===== src/rtl/adc_seq_pkg.sv =====
package adc_seq_pkg;

   typedef enum logic [1:0] {
      OP_CONV  = 2'd0,
      OP_BURST = 2'd1,
      OP_SLEEP = 2'd2,
      OP_WAKE  = 2'd3
   } seq_op_e;

   typedef enum logic [1:0] {
      FK_CONV  = 2'd0,
      FK_SLEEP = 2'd1,
      FK_WAKE  = 2'd2
   } frame_kind_e;

   typedef enum logic [1:0] {
      ST_IDLE  = 2'd0,
      ST_FRAME = 2'd1,
      ST_GAP   = 2'd2
   } seq_state_e;

endpackage


===== src/rtl/adc_sclk_gen.sv =====
// Serial clock generator: sclk idles high, each half period lasts DIV clocks.
module adc_sclk_gen #(
   parameter int DIV        = 2,
   parameter int FRAME_BITS = 16,
   localparam int EW        = $clog2(FRAME_BITS + 1)
) (
   input  logic          clk,
   input  logic          rst_n,
   input  logic          start,
   input  logic          run,
   output logic          sclk,
   output logic          fall_tick,
   output logic          rise_tick,
   output logic [EW-1:0] fall_cnt
);

   logic half_tick;

   generate
      if (DIV == 1) begin : g_nodiv
         assign half_tick = run;
      end else begin : g_div
         localparam int DW = $clog2(DIV);
         logic [DW-1:0] div_cnt;

         always_ff @(posedge clk or negedge rst_n) begin
            if (!rst_n) begin
               div_cnt <= '0;
            end else if (start || !run) begin
               div_cnt <= '0;
            end else if (div_cnt == DW'(DIV - 1)) begin
               div_cnt <= '0;
            end else begin
               div_cnt <= div_cnt + 1'b1;
            end
         end

         assign half_tick = run && (div_cnt == DW'(DIV - 1));
      end
   endgenerate

   assign fall_tick = half_tick && sclk;
   assign rise_tick = half_tick && !sclk;

   always_ff @(posedge clk or negedge rst_n) begin
      if (!rst_n) begin
         sclk     <= 1'b1;
         fall_cnt <= '0;
      end else if (start) begin
         sclk     <= 1'b1;
         fall_cnt <= '0;
      end else if (fall_tick) begin
         sclk     <= 1'b0;
         fall_cnt <= fall_cnt + 1'b1;
      end else if (rise_tick) begin
         sclk     <= 1'b1;
      end
   end

endmodule


===== src/rtl/adc_rx_shift.sv =====
// Captures serial data MSB first and presents the word with a one-clock strobe.
module adc_rx_shift #(
   parameter int W = 16
) (
   input  logic         clk,
   input  logic         rst_n,
   input  logic         sdata,
   input  logic         sample,
   input  logic         load,
   output logic [W-1:0] rd_data,
   output logic         rd_valid
);

   logic [W-1:0] sh;

   always_ff @(posedge clk or negedge rst_n) begin
      if (!rst_n) begin
         sh <= '0;
      end else if (sample) begin
         sh <= {sh[W-2:0], sdata};
      end
   end

   always_ff @(posedge clk or negedge rst_n) begin
      if (!rst_n) begin
         rd_data  <= '0;
         rd_valid <= 1'b0;
      end else begin
         rd_valid <= load;
         if (load) begin
            rd_data <= sh;
         end
      end
   end

endmodule


===== src/rtl/adc_seq_fsm.sv =====
// Frame sequencer: command decode, cut points, quiet gap, power-up hold-off.
module adc_seq_fsm
   import adc_seq_pkg::*;
#(
   parameter int FRAME_BITS = 16,
   parameter int PD_CUT     = 4,
   parameter int WAKE_CUT   = 16,
   parameter int QUIET_CYC  = 4,
   parameter int PWRUP_CYC  = 200,
   parameter int BURST_W    = 4,
   parameter bit INIT_DOWN  = 1'b0,
   localparam int EW        = $clog2(FRAME_BITS + 1),
   localparam int QW        = $clog2(QUIET_CYC + 1),
   localparam int PW        = $clog2(PWRUP_CYC + 1)
) (
   input  logic               clk,
   input  logic               rst_n,
   input  logic               cmd_valid,
   input  logic [1:0]         cmd_op,
   input  logic [BURST_W-1:0] burst_len,
   input  logic               rise_tick,
   input  logic [EW-1:0]      fall_cnt,
   output logic               start,
   output logic               run,
   output logic               cap,
   output logic               cs_n,
   output logic               busy,
   output logic               pd_state,
   output logic               cmd_err
);

   function automatic logic [EW-1:0] cut_of(frame_kind_e k);
      case (k)
         FK_SLEEP: return EW'(PD_CUT);
         FK_WAKE:  return EW'(WAKE_CUT);
         default:  return EW'(FRAME_BITS);
      endcase
   endfunction

   seq_state_e         state;
   frame_kind_e        kind, kind_n;
   seq_op_e            op;
   logic [EW-1:0]      cut;
   logic [QW-1:0]      quiet_cnt;
   logic [PW-1:0]      pu_cnt;
   logic [BURST_W-1:0] burst_left;
   logic               init_pend;
   logic               accept, refuse, frame_end, gap_done;

   assign op = seq_op_e'(cmd_op);

   always_comb begin
      accept    = (state == ST_IDLE) && !init_pend && cmd_valid;
      refuse    = accept && pd_state && ((op == OP_CONV) || (op == OP_BURST));
      frame_end = (state == ST_FRAME) && rise_tick && (fall_cnt == cut);
      gap_done  = (state == ST_GAP) && (quiet_cnt == '0) && (pu_cnt == '0);
      start     = 1'b0;
      kind_n    = FK_CONV;
      if ((state == ST_IDLE) && init_pend) begin
         start  = 1'b1;
         kind_n = INIT_DOWN ? FK_SLEEP : FK_WAKE;
      end else if (accept && !refuse) begin
         start = 1'b1;
         case (op)
            OP_SLEEP: kind_n = FK_SLEEP;
            OP_WAKE:  kind_n = FK_WAKE;
            default:  kind_n = FK_CONV;
         endcase
      end else if (gap_done && (burst_left != '0)) begin
         start  = 1'b1;
         kind_n = FK_CONV;
      end
   end

   assign run  = (state == ST_FRAME);
   assign cap  = frame_end && (kind == FK_CONV);
   assign busy = (state != ST_IDLE) || init_pend;

   always_ff @(posedge clk or negedge rst_n) begin
      if (!rst_n) begin
         state     <= ST_IDLE;
         kind      <= FK_CONV;
         cut       <= EW'(FRAME_BITS);
         init_pend <= 1'b1;
         cs_n      <= 1'b1;
      end else begin
         if (start) begin
            state     <= ST_FRAME;
            kind      <= kind_n;
            cut       <= cut_of(kind_n);
            init_pend <= 1'b0;
            cs_n      <= 1'b0;
         end else if (frame_end) begin
            state <= ST_GAP;
            cs_n  <= 1'b1;
         end else if (gap_done) begin
            state <= ST_IDLE;
         end
      end
   end

   always_ff @(posedge clk or negedge rst_n) begin
      if (!rst_n) begin
         quiet_cnt <= '0;
      end else if (frame_end) begin
         quiet_cnt <= QW'(QUIET_CYC - 1);
      end else if ((state == ST_GAP) && (quiet_cnt != '0)) begin
         quiet_cnt <= quiet_cnt - 1'b1;
      end
   end

   always_ff @(posedge clk or negedge rst_n) begin
      if (!rst_n) begin
         pu_cnt <= '0;
      end else if (start && (kind_n == FK_WAKE)) begin
         pu_cnt <= PW'(PWRUP_CYC - 1);
      end else if (pu_cnt != '0) begin
         pu_cnt <= pu_cnt - 1'b1;
      end
   end

   always_ff @(posedge clk or negedge rst_n) begin
      if (!rst_n) begin
         burst_left <= '0;
      end else if (accept && !refuse && (op == OP_BURST)) begin
         burst_left <= (burst_len == '0) ? '0 : burst_len - 1'b1;
      end else if (accept && !refuse && (op == OP_CONV)) begin
         burst_left <= '0;
      end else if (gap_done && (burst_left != '0)) begin
         burst_left <= burst_left - 1'b1;
      end
   end

   always_ff @(posedge clk or negedge rst_n) begin
      if (!rst_n) begin
         pd_state <= INIT_DOWN;
         cmd_err  <= 1'b0;
      end else begin
         cmd_err <= refuse;
         if (frame_end && (kind == FK_SLEEP)) begin
            pd_state <= 1'b1;
         end else if (frame_end && (kind == FK_WAKE)) begin
            pd_state <= 1'b0;
         end
      end
   end

endmodule


===== src/rtl/adc_pwr_seq.sv =====
module adc_pwr_seq #(
   parameter int DIV        = 2,
   parameter int FRAME_BITS = 16,
   parameter int PD_CUT     = 4,
   parameter int WAKE_CUT   = 16,
   parameter int QUIET_CYC  = 4,
   parameter int PWRUP_CYC  = 200,
   parameter int BURST_W    = 4,
   parameter bit INIT_DOWN  = 1'b0,
   localparam int EW        = $clog2(FRAME_BITS + 1)
) (
   input  logic                  clk,
   input  logic                  rst_n,
   input  logic                  cmd_valid,
   input  logic [1:0]            cmd_op,
   input  logic [BURST_W-1:0]    burst_len,
   input  logic                  sdata,
   output logic                  cs_n,
   output logic                  sclk,
   output logic                  busy,
   output logic                  pd_state,
   output logic [FRAME_BITS-1:0] rd_data,
   output logic                  rd_valid,
   output logic                  cmd_err
);

   generate
      if (DIV < 1) begin : g_bad_div
         $error("DIV must be at least 1");
      end
      if (FRAME_BITS < 10) begin : g_bad_frame
         $error("FRAME_BITS must be at least 10");
      end
      if ((PD_CUT < 2) || (PD_CUT > 9)) begin : g_bad_pd
         $error("PD_CUT must lie in 2..9");
      end
      if ((WAKE_CUT < 10) || (WAKE_CUT > FRAME_BITS)) begin : g_bad_wake
         $error("WAKE_CUT must lie in 10..FRAME_BITS");
      end
      if ((QUIET_CYC < 1) || (PWRUP_CYC < 1) || (BURST_W < 1)) begin : g_bad_cnt
         $error("QUIET_CYC, PWRUP_CYC and BURST_W must be positive");
      end
   endgenerate

   logic          start, run, cap;
   logic          fall_tick, rise_tick;
   logic [EW-1:0] fall_cnt;

   adc_seq_fsm #(
      .FRAME_BITS (FRAME_BITS),
      .PD_CUT     (PD_CUT),
      .WAKE_CUT   (WAKE_CUT),
      .QUIET_CYC  (QUIET_CYC),
      .PWRUP_CYC  (PWRUP_CYC),
      .BURST_W    (BURST_W),
      .INIT_DOWN  (INIT_DOWN)
   ) u_fsm (
      .clk       (clk),
      .rst_n     (rst_n),
      .cmd_valid (cmd_valid),
      .cmd_op    (cmd_op),
      .burst_len (burst_len),
      .rise_tick (rise_tick),
      .fall_cnt  (fall_cnt),
      .start     (start),
      .run       (run),
      .cap       (cap),
      .cs_n      (cs_n),
      .busy      (busy),
      .pd_state  (pd_state),
      .cmd_err   (cmd_err)
   );

   adc_sclk_gen #(
      .DIV        (DIV),
      .FRAME_BITS (FRAME_BITS)
   ) u_sclk (
      .clk       (clk),
      .rst_n     (rst_n),
      .start     (start),
      .run       (run),
      .sclk      (sclk),
      .fall_tick (fall_tick),
      .rise_tick (rise_tick),
      .fall_cnt  (fall_cnt)
   );

   adc_rx_shift #(
      .W (FRAME_BITS)
   ) u_rx (
      .clk      (clk),
      .rst_n    (rst_n),
      .sdata    (sdata),
      .sample   (fall_tick),
      .load     (cap),
      .rd_data  (rd_data),
      .rd_valid (rd_valid)
   );

endmodule


===== config.mk =====
export PLATFORM = sky130hd
export DESIGN_NAME = adc_pwr_seq
export DESIGN_NICKNAME = d
export VERILOG_FILES = /design/src/rtl/adc_seq_pkg.sv /design/src/rtl/adc_sclk_gen.sv /design/src/rtl/adc_rx_shift.sv /design/src/rtl/adc_seq_fsm.sv /design/src/rtl/adc_pwr_seq.sv
export SDC_FILE = /design/constraint.sdc
export NUM_CORES = 1
export LEC_CHECK = 0
export BUFFER_PORTS_ARGS = -buffer_cell sky130_fd_sc_hd__buf_2
export CAP_MARGIN = 20
export CORE_MARGIN = 2
export CORE_UTILIZATION = 50
export CTS_CLUSTER_SIZE = 14
export DETAILED_ROUTE_END_ITERATION = 16
export GPL_TIMING_DRIVEN = 0
export PLACE_DENSITY = 0.77
export SLEW_MARGIN = 20
export SYNTH_ARGS = -nofsm -noshare
export SYNTH_HDL_FRONTEND = slang
export SYNTH_SLANG_ARGS = --single-unit

===== constraint.sdc =====
create_clock -name clk -period 2.05 [get_ports clk]
set_input_delay 0.5125 -clock clk [delete_from_list [all_inputs] [get_ports clk]]
set_output_delay 0.5125 -clock clk [all_outputs]
set_load 0.02 [all_outputs]

* After elaboration in Yosys (flattened, before gate mapping) *
Index checks and enable logic that the tools add are counted.

operators by class
  add/sub/neg operators = 6
  equality and inequality tests = 10
  muxes and demuxes = 29
  reduce and logical (&&, ||, !) cells = 46

operators by type and width
  cell                                                 number
  logical AND 1 bit                                    21
  two-way mux 4 bit                                    4
  two-way mux 8 bit                                    2
  two-way mux 5 bit                                    3
  two-way mux 1 bit                                    12
  nonzero test 2 bit                                   6
  nonzero test 3 bit                                   4
  equality test 2 bit, second input constant           5
  two-way mux 2 bit                                    5
  equality test 2 x 1 -> 1 bit, second input constant  4
  zero test 8 bit                                      1
  nonzero test 8 bit                                   1
  subtractor 4 x 1 -> 4 bit, second input constant     2
  subtractor 8 x 1 -> 8 bit, second input constant     1
  zero test 2 bit                                      3
  two-way mux 3 bit                                    2
  adder 5 x 1 -> 5 bit, second input constant          1
  equality test 5 bit                                  1
  zero test 1 bit                                      4
  zero test 4 bit                                      1
  case mux 2 bit (2 select lines)                      1
  nonzero test 4 bit                                   1
  zero test 3 bit                                      1
  logical OR 1 bit                                     3
  2 further kinds                                      2

storage, ports and cells
  register bits after elaboration = 68
  input bits = 10
  output and inout port bits = 22
  logic and storage cells = 107

* Logic depth before layout (Yosys ltp) *
Gate-level depths: netlist of run 1.

  word-level depth = 12
  depth in mapped cells = 8
  gate-level depth less buffers = 7

* By module *
From an unflattened synthesis of run 1, not the netlist that was laid out.

unflattened totals
  cells, all modules = 240
  area, all modules = 3012.9 µm²

modules (own cells, without submodules)
  module        instances  cells an instance  area an instance (µm²)  sequential area each (µm²)
  adc_seq_fsm   1          140                1351.3                  629.4
  adc_rx_shift  1          69                 1323.8                  825.8
  adc_sclk_gen  1          31                 337.8                   176.4

* Least setup slack after synthesis of run 1 *
No wires, ideal clock.

  path kind = reg2reg
  start = register u_fsm.pu_cnt[0]
  end = register u_fsm.burst_left[3]
  library setup time = 0.082 ns
  data arrival time = 1.982 ns
  required time = 1.968 ns
  slack = -0.014 ns
  cell stages (with the launch flop) = 8
  buffers on the path = 1
  clock period less this slack = 2.064 ns
  path through = dfrtp_1 > inv_1 > ha_1 > or3b_1 > buf_4 > a2111o_1 > or3_1 > a31oi_1

on the way
  longest elaborated chain between the ends = 4

ends and longest elaborated chain
  item                          line                source
  start, declared               adc_seq_fsm.sv:45   logic [PW-1:0] pu_cnt;
  start signal, assigned        adc_seq_fsm.sv:116  pu_cnt <= PW'(PWRUP_CYC - 1);
  start signal, assigned        adc_seq_fsm.sv:118  pu_cnt <= pu_cnt - 1'b1;
  zero test 8 bit               adc_seq_fsm.sv:56   gap_done = (state == ST_GAP) && (quiet_cnt == '0) && (pu_cnt == '0);
  logical AND 1 bit             adc_seq_fsm.sv:56
  logical AND 1 bit             adc_seq_fsm.sv:129  end else if (gap_done && (burst_left != '0)) begin
  nonzero test 3 bit (no line)  -
  end signal, assigned          adc_seq_fsm.sv:126  burst_left <= (burst_len == '0) ? '0 : burst_len - 1'b1;
  end signal, assigned          adc_seq_fsm.sv:130  burst_left <= burst_left - 1'b1;
  end, declared                 adc_seq_fsm.sv:46   logic [BURST_W-1:0] burst_left;

Every way passes these cells.
A chain may end at the register's enable or synchronous reset.

* Final worst setup path of run 1 *
  start = register u_fsm.pu_cnt[2]
  end = register u_fsm.burst_left[1]

The elaborated chain is that of the path after synthesis.

==> results of run 1 <==
## metrics by stage
stage / hold WS, ps / area, sq um
final: 252 / 3520
after global routing: 319 / 3520
after CTS: 277 / 3480
after detailed placement: 438 / 3140
after global placement: 437 / 3140
after floorplan: 217 / 2890
## cell usage after synthesis (4+ instances only)
cell type,count
dfrtp_1,61
mux2_2,33
inv_1,15
nor2_1,13
nand2_1,12
o21ai_0,11
xor2_1,8
ha_1,7
nor3_1,7
a21oi_1,6
or3_1,6
xnor2_1,6
dfstp_2,4
nor3b_1,4
## per-layer routing
metal,routed length [um],share of wire (%)
met1,2450,46
met2,2590,49
met5,0,0
met3,178,3.3
met4,99,1.9
## layout by cell type, fill, tap and decap left out, types with 2 or more instances in the layout
cell type,instances
nor3b_1,3
a21o_1,3
nor3_2,2
nor3_1,5
o211ai_1,2
buf_4,15
bufinv_16,2
or4b_4,2
a21oi_1,6
inv_1,13
o21ai_2,2
and2_1,2
clkbuf_8,10
or3_1,5
buf_2,33
xnor2_1,6
inv_2,2
xor2_1,8
mux2_2,32
a31oi_1,3
dfrtp_1,60
nand2_1,12
nand4b_1,2
a311oi_1,2
dfstp_2,4
nor2_1,13
nand4_1,3
ha_1,6
or2_2,2
o21ai_0,9
## sequential cells by signal (all words and copies together) (netlist names), 2 cells and up
signal / cells
u_fsm.burst_left: 4
u_fsm.cut: 2
u_fsm.kind: 2
u_fsm.pu_cnt: 8
u_fsm.quiet_cnt: 3
u_fsm.state: 2
u_rx.rd_data: 16
u_rx.sh: 16
u_sclk.fall_cnt: 5
## report_power, final
part | switching, mW | total, mW | leakage, nW | internal (mW)
clock | 0.504 | 1.23 | 0.113 | 0.721
combinational | 0.839 | 1.74 | 0.771 | 0.903
sequential | 0.360 | 2.16 | 0.818 | 1.80
total | 1.70 | 5.12 | 1.70 | 3.42
## cells by family after synthesis
logic type | after synthesis | synth area share, %
flip-flops | 65 | 56.4
AO/OA/AOI/OAI | 35 | 7.96
multiplexers | 33 | 12.9
buffers and inverters | 23 | 3.50
AND/OR/NAND/NOR | 61 | 12.0
adder cells (fa/ha/maj) | 7 | 3.03
XOR/XNOR | 14 | 4.24
## worst max-delay path, cell delays in order (launching register included)
cell      delay, ps
dfrtp_1         410
or4_4           590
a2111o_1        400
buf_6           150
mux2_4          290
o21ai_2         100
## worst paths after layout
check                                           from                    to  slack [ps]  depth (start not counted)
worst max-delay path                 u_fsm.pu_cnt[2]   u_fsm.burst_left[1]          20                          5
worst min-delay path                           rst_n      u_rx.rd_data[13]         250                          1
worst max register to register       u_fsm.pu_cnt[2]   u_fsm.burst_left[1]          20                          5
worst min register to register  u_sclk.g_div.div_cnt  u_sclk.g_div.div_cnt         460                          1
max in group asynchronous                      rst_n       u_fsm.pu_cnt[3]        1250                          1
min in group clk                               sdata            u_rx.sh[0]         410                          2
## layout make-up
class,count,area [sq um]
clock buffer,10,138
clock inverter,6,90.1
inverter,15,56.3
sequential,65,1630
fill,451,2020
multi-input combinational,150,1220
tap,72,90.1
timing repair buffer,44,259
buffer,6,33.8
## timing repair
action,in CTS,in global routing
setup buffers,9,4
setup endpoints to repair,22,21
hold buffers,0,0
pin swaps,4,5
resized for setup,13,10
==> reports/results.ini, run 1 <==
[sta]
finClkSkew_ps = 7.49
maxSlewHeadroom_pct = 47.4
rsz0062_at_grt = true
drv_slew = 0
setup_viol = 0
fin_crit_sh_pct = 98.8
period_needed_ps = 2030
setup_tns_ps = 0
tightest_slew_ps = 790
fmax_mhz = 494
hold_violations = 0
setup_ws_ps = 24.8

[routing]
drt_wl_total_mm = 5.31
routed_via_density = 5.25
vias = 1932
drt_iter0_markers = 94
drt-pass1-iter-count = 4
ant_nets = 0
post_drt_wl_per_cell_um = 14.4
drc = 0

[floorplanning]
rows = 27
initial_core_util_pct = 52.2
core_sq_mm = 0.00554
io_pins = 32
die_w_um = 80.0
fp.dieH_um = 80.0
die_area_sq_mm = 0.00641

[finish]
syn_to_final_growth_pct = 21.8
fin_nets = 308
layout.cells.non_filler = 368
final_util_pct = 63.6
final_layout_size_suffix_gt1_share_pct = 40.9
antenna_cells = 0

[synth]
yosysTopAreaCellShare_pct = 52.8
avgSynthCellArea_sq_um = 12.1
yosys_warnings = 0
yosys.cell_types.count = 42
synth_area_leaders = dfrtp_1, mux2_2, dfstp_2, ha_1, xor2_1
synth_top_cell_by_area = dfrtp_1
synthFlopType = dfrtp_1
async_flop_share_pct = 100
synth_seq_cells = 65
yosysSeqAreaShare_pct = 56.4
synthCells = 238
synth-edff-count = 0
syn-num-nets = 255
synth_area_sq_mm = 0.00289

[hold_path]
hp-class = in2async

[global_route]
antenna_found_initial = 0
grt_max_degree = 66
met2_usage_pct = 29.1
grt.met1_usage_pct = 24.1
grt_pass1_vias = 1940
use_met3_pct = 4.75
grt_remaining_overflow = 0
grt_pass1_wl_mm = 8.98
top_usage_layer = met2
gr-usage-all-layers_pct = 18.7

[place]
post-place-cells = 341
port_buffers = 31
gp_congestion = 0.757
place_worst_setup_slack_ps = -346
dp_hpwl_mm = 3.43

[setup_path]
cp-start-kind = flip-flop
cp_max_fo = 5
worstPathRequired_ps = 2320
path_class = reg2reg
crit_arrival_ps = 2290
end_kind = flip-flop

[clocking]
cts_sinks = 65
numCtsBuffers = 9
cts_tree = built
cts_max_level = 3
clkTransAtPathRegs_ps = 70
cts_root_buf = clkbuf_8
insertion_delay_ps = 340
clk_path_buf_depth = 2

[job]
maxCapViolations = 0

[power_and_ir_drop]
ir_drop_uv = 852
leakage_nw = 1.70
powerDensity_mw_per_mm2 = 1460
total_power_mw = 5.12

[run_status]
status = finished clean

No activity file was read; power rests on OpenSTA's default activity.
==> run 2: changes to the inputs <==
--- a/config.mk
+++ b/config.mk
@@ -5,15 +5,16 @@
 export SDC_FILE = /design/constraint.sdc
 export NUM_CORES = 1
 export LEC_CHECK = 0
-export BUFFER_PORTS_ARGS = -buffer_cell sky130_fd_sc_hd__buf_2
+export BUFFER_PORTS_ARGS = -buffer_cell sky130_fd_sc_hd__clkbuf_2
 export CAP_MARGIN = 20
+export CORE_ASPECT_RATIO = 0.7
 export CORE_MARGIN = 2
 export CORE_UTILIZATION = 50
 export CTS_CLUSTER_SIZE = 14
 export DETAILED_ROUTE_END_ITERATION = 16
 export GPL_TIMING_DRIVEN = 0
 export PLACE_DENSITY = 0.77
-export SLEW_MARGIN = 20
+export SLEW_MARGIN = 10
 export SYNTH_ARGS = -nofsm -noshare
 export SYNTH_HDL_FRONTEND = slang
 export SYNTH_SLANG_ARGS = --single-unit
==> run 2 against run 1 <==
Net effect:
- combinational power decreased by 6%
- sequential power about the same
- critical endpoint is now u_fsm.burst_left[3]
- critical path type unchanged
- register-to-register slack about the same
- worst hold slack got worse by 210 ps
- sequential share of layout area increased by 0.53 points
- highest routed layer unchanged
==> reports/results.ini, run 2 (synthesis gave the netlist of run 1 again) <==
[global_route]
grt_max_degree = 55  ; -17%
grt_pass1_vias = 1831  ; -5.6%
grt_pass1_wl_mm = 8.65  ; -3.7%
grt_remaining_overflow = 0  ; unchanged
gr-usage-all-layers_pct = 17.7  ; -1.0 points
antenna_found_initial = 0  ; unchanged

[clocking]
cts_tree = built
clk_path_buf_depth = 2  ; unchanged
clkTransAtPathRegs_ps = 70  ; about the same
hold_buffers = 0  ; unchanged
numCtsBuffers = 9  ; unchanged
cts_max_level = 3  ; unchanged
cts_sinks = 65  ; unchanged
cts_root_buf = clkbuf_8
insertion_delay_ps = 330  ; about the same

[power_and_ir_drop]
powerDensity_mw_per_mm2 = 1440  ; -1.0%
leakage_nw = 1.66  ; -2.5%
ir_drop_uv = 601  ; -29%

[sta]
finClkSkew_ps = 9.35  ; +1.85 ps
setup_tns_ps = 0  ; unchanged
fin_crit_sh_pct = 99.4  ; +0.62 points
drv_slew = 0  ; unchanged
maxSlewHeadroom_pct = 52.9  ; +5.6 points
setup_viol = 0  ; unchanged
rsz0062_at_grt = true
period_needed_ps = 2040  ; +12.7 ps
fmax_mhz = 491  ; -0.62%
tightest_slew_ps = 700  ; -89.3 ps
hold_violations = 0  ; unchanged

[setup_path]
path_class = reg2reg
cp_max_fo = 5  ; unchanged
cp-start-kind = flip-flop
end_kind = flip-flop
worstPathRequired_ps = 2300  ; -20 ps
crit_arrival_ps = 2290  ; about the same

[floorplanning]
die_w_um = 94.9  ; +19%
rows = 23  ; -15%
die_area_sq_mm = 0.00642  ; +0.15%
io_pins = 32  ; unchanged
core_sq_mm = 0.00564  ; +1.8%
initial_core_util_pct = 51.3  ; -0.93 points
fp.dieH_um = 67.6  ; -16%

[finish]
fin_nets = 304  ; -1.3%
final_layout_size_suffix_gt1_share_pct = 37.3  ; -3.5 points
final_util_pct = 61.7  ; -1.9 points
multiInputGateArea_sq_mm = 0.00119  ; -2.7%
fill_cells = 452  ; +0.22%
final_common_cell = dfrtp_1
syn_to_final_growth_pct = 20.3
reg.largest.list = u_rx.rd_data (16), u_rx.sh (16), u_fsm.pu_cnt (8)
final_cell_mix = dfrtp_1, mux2_2, clkbuf_2
antenna_cells = 0  ; unchanged
regArea_sq_mm = 0.00163  ; about the same

[routing]
drt_iter0_markers = 61  ; -35%
ant_nets = 0  ; unchanged
routed_via_density = 5.26  ; +0.27%
drc = 0  ; unchanged
drt-pass1-iter-count = 4  ; unchanged
post_drt_wl_per_cell_um = 14.3  ; -1.1%
drt_wl_total_mm = 5.24  ; -1.4%
vias = 1932  ; unchanged

[hold_path]
hp-class = in2async

[place]
port_buffers = 31  ; unchanged
gp_congestion = 0.776  ; +2.5%
dp_hpwl_mm = 3.61  ; +5.4%

[job]
maxCapViolations = 0  ; unchanged

[run_status]
status = finished clean

[run 2: cell count changes in the layout (fill, tap and decap cells not counted), sizes merged]
cell,change
buf,-36
clkinv,-1
clkbuf,+34
inv,-1
[run 2: power by group]
part,total [mW],switching (mW),internal [mW]
Clock,1.19,0.472,0.721
Sequential,2.19,0.390,1.80
Combinational,1.63,0.793,0.836
[run 2: critical path, cell delays in order, from the launching register on]
cell	delay (ps)
dfrtp_1	440
or4_4	590
a2111o_1	470
or3_1	330
a31oi_1	120
[run 2: area by class of cell]
class	count	area share, %
inverter	15	1.62
clock inverter	4	2.19
sequential	65	46.9
tap	75	2.70
timing repair buffer	39	6.94
buffer	7	1.29
clock buffer	12	4.17
multi-input combinational	150	34.2
[run 2: layer usage]
metal / vias up / routed length, um / share of wire [%] / track usage (%)
met5: - / 0 / 0 / 0
met4: 0 / 37 / 0.71 / 4.35
met1: 962 / 2520 / 48 / 23.9
met3: 4 / 213 / 4.1 / 5.69
met2: 29 / 2470 / 47 / 27.9
li1: 937 / - / - / -
[run 2: timing repair]
item                       CTS  global route
setup buffers                7             0
setup endpoints to repair   22            24
gates resized for setup      6             7
pin swaps                    4             2
[run 2: worst paths after layout]
check | from | to | slack [ps] | cells after the start
worst min register to register | u_fsm.cs_n | u_fsm.cs_n | 470 | 2
min in group clk | sdata | u_rx.sh[0] | 430 | 2
worst max register to register | u_fsm.pu_cnt[5] | u_fsm.burst_left[3] | 10 | 4
max in group asynchronous | rst_n | u_fsm.cs_n | 1450 | 2
worst min-delay path | rst_n | u_rx.rd_data[5] | 40 | 1
worst max-delay path | u_fsm.pu_cnt[5] | u_fsm.burst_left[3] | 10 | 4
[run 2: metrics by stage]
stage	setup WS [ps]	std cells	hold WS, ps	area [sq um]	power, mW
6_report	12.1	367	43.7	3480	5.01
3_3_place_gp	-333	344	429	3140	3.64
4_1_cts	-11.6	368	41.4	3460	5.01
3_5_place_dp	-357	345	400	3170	3.73
2_1_floorplan	11.3	238	217	2890	3.31
5_1_grt	-63.5	367	44.9	3480	5.35
==> run 3: changes to the inputs <==
--- a/config.mk
+++ b/config.mk
@@ -5,15 +5,17 @@
 export SDC_FILE = /design/constraint.sdc
 export NUM_CORES = 1
 export LEC_CHECK = 0
+export ABC_AREA = 1
 export BUFFER_PORTS_ARGS = -buffer_cell sky130_fd_sc_hd__clkbuf_2
 export CAP_MARGIN = 20
 export CORE_ASPECT_RATIO = 0.7
 export CORE_MARGIN = 2
-export CORE_UTILIZATION = 50
+export CORE_UTILIZATION = 53
 export CTS_CLUSTER_SIZE = 14
 export DETAILED_ROUTE_END_ITERATION = 16
 export GPL_TIMING_DRIVEN = 0
-export PLACE_DENSITY = 0.77
+export PLACE_DENSITY = 0.81
+export SKIP_CTS_REPAIR_TIMING = 1
 export SLEW_MARGIN = 10
 export SYNTH_ARGS = -nofsm -noshare
 export SYNTH_HDL_FRONTEND = slang
==> run 3 against run 2 <==
Net effect:
- cell count rose by 29%
- worst hold slack improved by 94 ps
- critical path depth stayed put
- combinational power decreased by 96%
- total power is 54% lower
- sequential share of layout area shrank 1.8 points
- clock skew decreased by 2.3 ps
- wire length grew 8.8%
- first-iteration DRC count is 41% higher
- design area is 4.0% higher
- setup slack better by 360 ps
- largest cell class unchanged
==> reports/results.ini, run 3 <==
[setup_path]
crit_arrival_ps = 1160  ; -1130 ps
end_kind = output port
r2r_end = u_fsm.cut[2]
crit_chain = buf_6 -> nor2_2 -> nand2_1 -> clkbuf_2
cp_slowest_cell = dfrtp_1
cp-start-kind = flip-flop
cp_slowest_stage_delay_ps = 370  ; -220 ps
r2r-start = u_fsm.quiet_cnt[0]
cp_max_fo = 8  ; +3
worstPathRequired_ps = 1540  ; -760 ps
path_class = reg2out
path_buf_inv = 2  ; +2
r2r_slack_ps = 410  ; +400 ps
cp_top_family = flip-flops
rr_worst_depth = 10  ; +6

[power_and_ir_drop]
powerDensity_mw_per_mm2 = 642  ; -55%
total_power_mw = 2.32  ; -54%
ir_drop_uv = 414  ; -31%
leakage_nw = 1.85  ; +11%

[synth]
avgSynthCellArea_sq_um = 9.01  ; -26%
synth_area_sq_mm = 0.00317  ; +9.7%
synth_top_cell_by_area = dfrtp_1
synth_area_leaders = dfrtp_1, nand2_1, inv_1, o21ai_2, dfstp_2
yosys.cell_types.count = 31  ; -26%
syn-num-nets = 369  ; +45%
ys_top_cells_by_count = nand2_1, dfrtp_1, inv_1
yosysSeqAreaShare_pct = 51.4  ; -5.0 points
synthFlopType = dfrtp_1
synth-edff-count = 0  ; unchanged
yosys_warnings = 0  ; unchanged
async_flop_share_pct = 100  ; unchanged
synth_seq_cells = 65  ; unchanged
yosysTopAreaCellShare_pct = 48.1  ; -4.7 points
yosys.cell_count.top_type = nand2_1
synthCells = 352  ; +48%

[global_route]
grt_pass1_vias = 2317  ; +27%
grt_remaining_overflow = 0  ; unchanged
antenna_found_initial = 0  ; unchanged
grt_max_degree = 37  ; -33%
grt_pass1_wl_mm = 10.1  ; +17%
gr-usage-all-layers_pct = 20.5  ; +2.8 points

[sta]
setup_tns_ps = 0  ; unchanged
period_needed_ps = 1680  ; -363 ps
setup_ws_ps = 375  ; +363 ps
tightest_slew_ps = 478  ; -222 ps
hold_ws_ps = 138  ; +94.3 ps
rsz0062_at_grt = false
drv_slew = 0  ; unchanged
setup_viol = 0  ; unchanged
fin_crit_sh_pct = 81.7  ; -18 points
maxSlewHeadroom_pct = 68.1  ; +15 points
fmax_mhz = 597  ; +22%
hold_violations = 0  ; unchanged
finClkSkew_ps = 7.01  ; -2.33 ps

[clocking]
clkTransAtPathRegs_ps = 70  ; about the same
insertion_delay_ps = 340  ; about the same
cts_max_level = 3  ; unchanged
cts_root_buf = clkbuf_8
cts_tree = built
clk_path_buf_depth = 2  ; unchanged
numCtsBuffers = 9  ; unchanged
cts_sinks = 65  ; unchanged

[finish]
layout.cells.non_filler = 475  ; +29%
syn_to_final_growth_pct = 14.0
final_area_sq_mm = 0.00362  ; +4.0%
final_util_pct = 62.9  ; +1.2 points
antenna_cells = 0  ; unchanged
final_layout_size_suffix_gt1_share_pct = 24.5  ; -13 points
fin_nets = 412  ; +36%
final_common_cell = nand2_1
reg.largest.list = u_rx.rd_data (16), u_rx.sh (16), u_fsm.pu_cnt (8)
final_cell_mix = nand2_1, dfrtp_1, inv_1
fill_cells = 487  ; +7.7%

[place]
dp_hpwl_mm = 4.31  ; +19%
post_dp_cell_area_sq_mm = 0.00344  ; +8.6%
gp_congestion = 0.844  ; +8.8%
place_worst_setup_slack_ps = 396  ; +754 ps
port_buffers = 31  ; unchanged
post-place-cells = 459  ; +33%

[job]
maxCapViolations = 0  ; unchanged

[run_status]
status = finished clean

[floorplanning]
die_w_um = 96.5  ; +1.7%
die_area_sq_mm = 0.00663  ; +3.3%
rows = 23  ; unchanged
core_sq_mm = 0.00576  ; +2.0%
fp.dieH_um = 68.7  ; +1.6%
initial_core_util_pct = 55.1  ; +3.9 points
io_pins = 32  ; unchanged

[routing]
drt_wl_total_mm = 5.70  ; +8.8%
ant_nets = 0  ; unchanged
post_drt_wl_per_cell_um = 12.0  ; -16%
vias = 2367  ; +23%
drt-pass1-iter-count = 4  ; unchanged
drt_iter0_markers = 86  ; +41%
routed_via_density = 4.98  ; -5.3%
drc = 0  ; unchanged

[hold_path]
hp-class = in2async

## run 3: cell types whose count changed in the layout (fill, tap and decap cells not counted), sizes merged, moves of 4 or more
cell / delta
a21oi: -5
buf: -7
inv: +37
mux2: -33
nand2: +83
nand3: +22
nor2: +21
nor3: +5
nor3b: -4
o21ai: +28
or3: -7
xnor2: -4
## run 3: layer usage
layer / part of all wire (%) / vias up / GRT usage (%)
met5: 0 / - / 0
met4: 1.3 / 0 / 8.63
met3: 3.7 / 6 / 5.54
met2: 47 / 30 / 33.1
met1: 48 / 1136 / 26.5
li1: - / 1195 / -
## run 3: worst max path at each step
stage | cells past startpoint | to | slack (ps) | from
final | 4 | busy | 370 | u_fsm.state[1]
after global routing | 10 | u_fsm.cut[2] | 220 | u_fsm.quiet_cnt[0]
after CTS | 3 | busy | 360 | u_fsm.init_pend
after detailed placement | 10 | u_fsm.cut[2] | 400 | u_fsm.quiet_cnt[0]
after global placement | 1 | u_rx.rd_data[4] | 50 | rst_n
after floorplan | 10 | u_fsm.cut[2] | 540 | u_fsm.quiet_cnt[0]
## run 3: area by class of cell
type | instances | area (sq um) | area share, %
multi-input combinational | 226 | 1280 | 35.4
sequential | 65 | 1630 | 45.1
clock inverter | 3 | 15.0 | 0.415
tap | 75 | 93.8 | 2.59
inverter | 53 | 199 | 5.50
clock buffer | 13 | 159 | 4.39
buffer | 8 | 61.3 | 1.69
timing repair buffer | 32 | 178 | 4.91
## run 3: kinds of logic (layout without fill, tap and decap cells)
kind of cell             count (synthesis)  count (layout)  synth area share, %
buffers and inverters                   61             109                 8.20
adder cells (fa/ha/maj)                  7               7                 2.76
flip-flops                              65              65                 51.4
XOR/XNOR                                 7               7                 1.93
AO/OA/AOI/OAI                           44              44                 9.27
AND/OR/NAND/NOR                        168             168                 26.4
## run 3: report_power, final
part | switching [mW] | internal (mW) | total (mW)
clock | 0.453 | 0.499 | 0.953
combinational | 0.0490 | 0.0189 | 0.0680
sequential | 0.00644 | 1.30 | 1.30
total | 0.509 | 1.81 | 2.32
